<file path="config.mk">
export PLATFORM = sky130hd
export DESIGN_NAME = dual_mode_divider
export DESIGN_NICKNAME = d
export VERILOG_FILES = /design/src/rtl/lodiv_pkg.sv /design/src/rtl/div_prescale.sv /design/src/rtl/div_swallow_path.sv /design/src/rtl/div_direct_path.sv /design/src/rtl/dual_mode_divider.sv
export SDC_FILE = /design/constraint.sdc
export NUM_CORES = 1
export LEC_CHECK = 0
export BUFFER_PORTS_ARGS = -buffer_cell sky130_fd_sc_hd__buf_2
export CORE_MARGIN = 8
export CORE_UTILIZATION = 40
export CTS_BUF_LIST = sky130_fd_sc_hd__clkbuf_16
export CTS_CLUSTER_DIAMETER = 120
export DETAILED_ROUTE_END_ITERATION = 7
export PLACE_DENSITY_LB_ADDON = 0.15
export SETUP_SLACK_MARGIN = 0.4
export SYNTH_ARGS = -nofsm -noshare
export SYNTH_HDL_FRONTEND = slang
export SYNTH_HIERARCHICAL = 1
export SYNTH_SLANG_ARGS = --single-unit
</file>
<file path="constraint.sdc">
create_clock -name clk -period 4.6 [get_ports clk]
set_clock_uncertainty 0.05 [all_clocks]
set_input_delay 0.46 -clock clk [delete_from_list [all_inputs] [get_ports clk]]
set_output_delay 0.46 -clock clk [all_outputs]
set_load 0.05 [all_outputs]
</file>
<file path="src/rtl/lodiv_pkg.sv">
package lodiv_pkg;

    localparam int WORD_W   = 16;
    localparam int PRE_BITS = 4;
    localparam int DIR_W    = 12;
    localparam int DIR_MIN  = 5;

    localparam int PRE_MOD  = 1 << PRE_BITS;
    localparam int MAIN_W   = WORD_W - PRE_BITS;
    localparam int SWL_MIN  = PRE_MOD * (PRE_MOD + 1);
    localparam int DIR_LIM  = 1 << DIR_W;

    localparam logic [WORD_W-1:0] SWL_MIN_W = WORD_W'(SWL_MIN);
    localparam logic [WORD_W-1:0] DIR_MIN_W = WORD_W'(DIR_MIN);
    localparam logic [WORD_W-1:0] DIR_LIM_W = WORD_W'(DIR_LIM);

    typedef enum logic {
        PATH_DIRECT  = 1'b0,
        PATH_SWALLOW = 1'b1
    } path_e;

    typedef struct packed {
        path_e             path;
        logic [WORD_W-1:0] word;
    } div_cfg_t;

    function automatic path_e pick_path(input logic band, input logic mode);
        return (band | mode) ? PATH_SWALLOW : PATH_DIRECT;
    endfunction

    function automatic logic cfg_legal(input div_cfg_t c);
        if (c.path == PATH_SWALLOW)
            return c.word >= SWL_MIN_W;
        return (c.word >= DIR_MIN_W) && (c.word < DIR_LIM_W);
    endfunction

endpackage

</file>
<file path="src/rtl/div_prescale.sv">
module div_prescale #(
    parameter int PRE_BITS = 4
) (
    input  logic clk,
    input  logic rst,
    input  logic load,
    input  logic load_wide,
    input  logic wide_next,
    output logic wrap
);
    localparam int PC_W = PRE_BITS + 1;
    localparam logic [PC_W-1:0] CNT_NARROW = PC_W'((1 << PRE_BITS) - 1);
    localparam logic [PC_W-1:0] CNT_WIDE   = PC_W'(1 << PRE_BITS);

    logic [PC_W-1:0] pc_q;

    assign wrap = (pc_q == '0);

    always_ff @(posedge clk) begin
        if (rst)
            pc_q <= '0;
        else if (load)
            pc_q <= load_wide ? CNT_WIDE : CNT_NARROW;
        else if (wrap)
            pc_q <= wide_next ? CNT_WIDE : CNT_NARROW;
        else
            pc_q <= pc_q - 1'b1;
    end
endmodule

</file>
<file path="src/rtl/div_swallow_path.sv">
module div_swallow_path
    import lodiv_pkg::*;
(
    input  logic              clk,
    input  logic              rst,
    input  logic              load,
    input  logic [WORD_W-1:0] word,
    output logic              term
);
    logic [PRE_BITS-1:0] swl_q, swl_next;
    logic [MAIN_W-1:0]   main_q;
    logic                wrap;

    assign swl_next = (swl_q != '0) ? swl_q - 1'b1 : '0;

    div_prescale #(.PRE_BITS(PRE_BITS)) u_pre (
        .clk       (clk),
        .rst       (rst),
        .load      (load),
        .load_wide (word[PRE_BITS-1:0] != '0),
        .wide_next (swl_next != '0),
        .wrap      (wrap)
    );

    always_ff @(posedge clk) begin
        if (rst) begin
            swl_q  <= '0;
            main_q <= '0;
        end else if (load) begin
            swl_q  <= word[PRE_BITS-1:0];
            main_q <= word[WORD_W-1:PRE_BITS];
        end else if (wrap) begin
            swl_q  <= swl_next;
            main_q <= main_q - 1'b1;
        end
    end

    assign term = wrap && (main_q == MAIN_W'(1));
endmodule

</file>
<file path="src/rtl/div_direct_path.sv">
module div_direct_path #(
    parameter int CNT_W = 12
) (
    input  logic             clk,
    input  logic             rst,
    input  logic             load,
    input  logic [CNT_W-1:0] word,
    output logic             term
);
    logic [CNT_W-1:0] cnt_q;

    always_ff @(posedge clk) begin
        if (rst)
            cnt_q <= '0;
        else if (load)
            cnt_q <= word - 1'b1;
        else
            cnt_q <= cnt_q - 1'b1;
    end

    assign term = (cnt_q == '0);
endmodule

</file>
<file path="src/rtl/dual_mode_divider.sv">
module dual_mode_divider
    import lodiv_pkg::*;
(
    input  logic              clk,
    input  logic              rst,
    input  logic [WORD_W-1:0] div_word,
    input  logic              band_sel,
    input  logic              sw_mode,
    output logic              div_out,
    output logic              div_valid
);
    div_cfg_t cfg_in;
    path_e    path_q;
    logic     ok_q;
    logic     swl_term, dir_term, term_act, restart;

    assign cfg_in.path = pick_path(band_sel, sw_mode);
    assign cfg_in.word = div_word;

    assign term_act = (path_q == PATH_SWALLOW) ? swl_term : dir_term;
    assign restart  = !ok_q || term_act;

    always_ff @(posedge clk) begin
        if (rst) begin
            path_q <= PATH_DIRECT;
            ok_q   <= 1'b0;
        end else if (restart) begin
            path_q <= cfg_in.path;
            ok_q   <= cfg_legal(cfg_in);
        end
    end

    div_swallow_path u_swl (
        .clk  (clk),
        .rst  (rst),
        .load (restart),
        .word (div_word),
        .term (swl_term)
    );

    div_direct_path #(.CNT_W(DIR_W)) u_dir (
        .clk  (clk),
        .rst  (rst),
        .load (restart),
        .word (div_word[DIR_W-1:0]),
        .term (dir_term)
    );

    assign div_out   = ok_q && term_act;
    assign div_valid = ok_q;
endmodule

</file>
==> impl_metrics.csv <==
group,metric,value,unit
logic_synthesis,netlist_instances,254,
routing,initialDrtViolationCount,93,
sta,rsz0062_at_grt,"false",
grt,antenna_found_initial,0,
routing,first_pass_iters,4,
sta,min_period_over_period,82.2,%
critical_path,path_cells,"inv_1 -> ha_1 -> or4b_4 -> clkinv_4 -> nor4b_1 -> buf_4 -> nand2_1 -> nor4_1 -> mux2i_1 -> nand2_4 -> mux2i_4 -> ha_1 -> nand2_2 -> nor4_1 -> nor3_1",
sta,setup_viol,0,
critical_path,r2r_end,"u_dir/cnt_q[10]$_SDFF_PP0_",
critical_path,r2r-start,"u_swl/u_pre/pc_q[0]$_SDFF_PP0_",
worst_hold_path,hp-class,"input port to flip-flop",
sta,layout_min_cycle_time,3.78,ns
critical_path,cp_slowest_stage_delay,0.52,ns
sta,relSlewSlack,45.3,%
sta,worst_slew_pin_slew,0.812,ns
grt,grt_first_pass_wirelength,9.09,mm
routing,vias,1964,
routing,drc_errors,0,
layout,diodes,0,
sta,finalMaxSlewViolations,0,
critical_path,worst_ep_required_time,4.68,ns
logic_synthesis,ys_warn_count,6,
grt,grt_overflow,0,
worst_hold_path,whs_path_depth,3,
run,maxCapViolCount,0,
floorplan,die_width,90.8,um
floorplan,num_io_pins,22,
routing,drt-total-wl,5.38,mm
layout,layout-drive-gt1-share,23.6,%
critical_path,path_max_fanout,19,
critical_path,worstPathArrival,3.86,ns
clock_network,insertion_delay,0.28,ns
critical_path,cp-startpoint,"u_swl/u_pre/pc_q[0]$_SDFF_PP0_",
floorplan,placement_rows,27,
critical_path,path_class,"flip-flop to flip-flop",
logic_synthesis,synth.ff_latch_count,35,
run_status,status,"finished clean",
logic_synthesis,synth.distinct_cells,70,
floorplan,core_area,5440,um^2
logic_synthesis,async_flop_share,0,%
logic_synthesis,synth_edf_count,0,
logic_synthesis,syn_nets,278,
routing,wl_per_cell,15.5,um
layout,fin_nets,298,
critical_path,rrSetupSlack,0.82,ns
layout,final_common_cell,"dfxtp_1",
layout,final_cell_mix,"35 x dfxtp_1, 28 x nor2_1, 21 x buf_2",
critical_path,r2r_cells,15,
sta,fmax,264,MHz
routing,via_per_inst,5.66,
critical_path,cpMaxStageDelayCell,"or4b_4",
logic_synthesis,ys_seq_area_share,31.3,%
routing,ant_nets,0,
power,cellPowerDensity,511,nW/um^2
clock_network,cts.sinks,35,
grt,grt_pass1_vias,1852,
grt,grt.total_usage,13.4,%
sta,layout_setup_ws,0.817,ns
placed_design,hpwl,3.91,mm
sta,hold_violations,0,
floorplan,die_y,90.8,um
clock_network,cts_tree,"done",
power,total_leakage_power,0.961,nW
placed_design,pre_cts_ws,0.599,ns
logic_synthesis,synthFlopType,"dfxtp_1",
clock_network,clk_pin_slew_worst_paths,0.06,ns
clock_network,cts_max_level,2,
clock_network,numCtsBuffers,5,
placed_design,numPortBuffers,21,
critical_path,start_kind,"flip-flop",
sta,setup_tns,0,ns
floorplan,dieArea,8240,um^2
worst_hold_path,hold_path_end,"u_swl/main_q[9]$_SDFFE_PP0P_",
worst_hold_path,hold_start,"div_word[13]",
logic_synthesis,syn_area,2240,um^2
critical_path,critical_path.endpoint_type,"flip-flop",
floorplan,start_util,41.1,%
grt,grt_max_degree,41,
placed_design,gp_congestion,0.829,
logic_synthesis,avgSynthCellArea,8.81,um^2
layout,area_delta_synth_final,14.9,%
clock_network,clockBufferDepth,2,
power,ir_drop,0.000233,V
clock_network,cts-root-buf,"clkbuf_16",
[final cells by class]
cell class              instances  area [um^2]
clock buffers                   5          125
clock inverters                 3         38.8
fillers                       545         2870
inverters                       9         42.5
multi-input cells             199         1440
flip-flops and latches         35          701
well taps                      72         90.1
repair buffers                 23          124
repair inverters                1         7.51
[Yosys cell counts (all sizes together) (2+ instances only)]
cell | number | area, um^2
nand2 | 15 | 66.3
xor2 | 2 | 17.5
o31ai | 4 | 30.0
a211oi | 3 | 22.5
inv | 8 | 30.0
nor3 | 14 | 80.1
or4 | 7 | 53.8
or3b | 2 | 17.5
nand2b | 6 | 37.5
nor4 | 7 | 56.3
or3 | 6 | 42.5
and4 | 2 | 17.5
nor2 | 28 | 105
or4b | 3 | 33.8
nand3b | 4 | 30.0
or2 | 3 | 18.8
ha | 4 | 50.1
o221ai | 3 | 32.5
o211ai | 2 | 15.0
xnor2 | 3 | 26.3
a311oi | 6 | 52.6
clkbuf | 5 | 18.8
a31o | 3 | 26.3
dfxtp | 35 | 701
nor3b | 5 | 58.8
mux2 | 2 | 22.5
buf | 6 | 43.8
a21oi | 8 | 40.0
mux2i | 12 | 145
o311ai | 2 | 17.5
a31oi | 4 | 25.0
nor4b | 2 | 23.8
o22ai | 2 | 18.8
nor2b | 6 | 37.5
nand4 | 3 | 18.8
o21ai | 8 | 40.0
o31a | 2 | 17.5
o41ai | 2 | 25.0
o21a | 3 | 22.5
[flip-flops by register name (all words and copies together), names as in the netlist]
name	flops
u_swl/swl_q	4
u_swl/main_q	12
div_valid	1
u_swl/u_pre/pc_q	5
u_dir/cnt_q	12
path_q	1
[routing by layer]
metal / share of wire, % / track usage (%)
met2: 48 / 21.6
met3: 3.3 / 3.24
met5: 0 / 0
met4: 1.5 / 5.73
met1: 47 / 16.6
[worst max-delay path by stage]
stage	endpoint	slack (ns)	cells after the start
floorplan	u_dir/cnt_q[10]$_SDFF_PP0_	0.59	18
global placement	u_swl/main_q[11]$_SDFFE_PP0P_	0.69	14
detailed placement	u_swl/swl_q[3]$_SDFFE_PP0P_	0.60	14
CTS	u_swl/swl_q[3]$_SDFFE_PP0P_	0.58	14
global route	u_dir/cnt_q[10]$_SDFF_PP0_	0.46	15
finish	u_dir/cnt_q[10]$_SDFF_PP0_	0.82	15
[power breakdown]
group          total, W  internal [W]  leakage [nW]  switching [W]
Sequential     0.000432      0.000368         0.291      0.0000643
Combinational  0.000503      0.000217         0.589       0.000287
Clock          0.000378      0.000252        0.0812       0.000125
[cells by family after synthesis]
logic type,count (synthesis),synth area share (%)
fa+ha+maj,4,2.24
buf+inv,20,4.53
simple gates,116,32.0
mux,14,7.49
flops,35,31.3
xor+xnor,5,1.96
compound gates,60,20.5
[stage by stage]
step / hold slack [ns] / util, % / total power [W] / cell area [um^2] / instances
after floorplan: 0.401 / - / 0.000829 / 2240 / 254
after global placement: 0.430 / 43.9 / 0.000928 / 2390 / 338
after detailed placement: 0.429 / 43.9 / 0.000930 / 2390 / 338
after CTS: 0.409 / 46.9 / 0.00132 / 2550 / 346
after global routing: 0.434 / 47.3 / 0.00141 / 2570 / 347
final: 0.417 / 47.3 / 0.00131 / 2570 / 347
[what timing repair did]
action / 4_1_cts / 5_1_grt
gates resized for setup: 0 / 4
hold endpoints to repair: 0 / 0
buffers inserted: 0 / 0
hold buffers: 0 / 0
setup endpoints to repair: 0 / 18
[worst max-delay path, delay by kind of cell (launching register included)]
kind                       cells  cell delay (ns)
adders and majority gates      2             0.44
buffers and inverters          3             0.36
DFF                            1             0.33
muxes                          2             0.54
and+or+nand+nor                8             1.92
No activity file was read; power rests on OpenSTA's default activity.
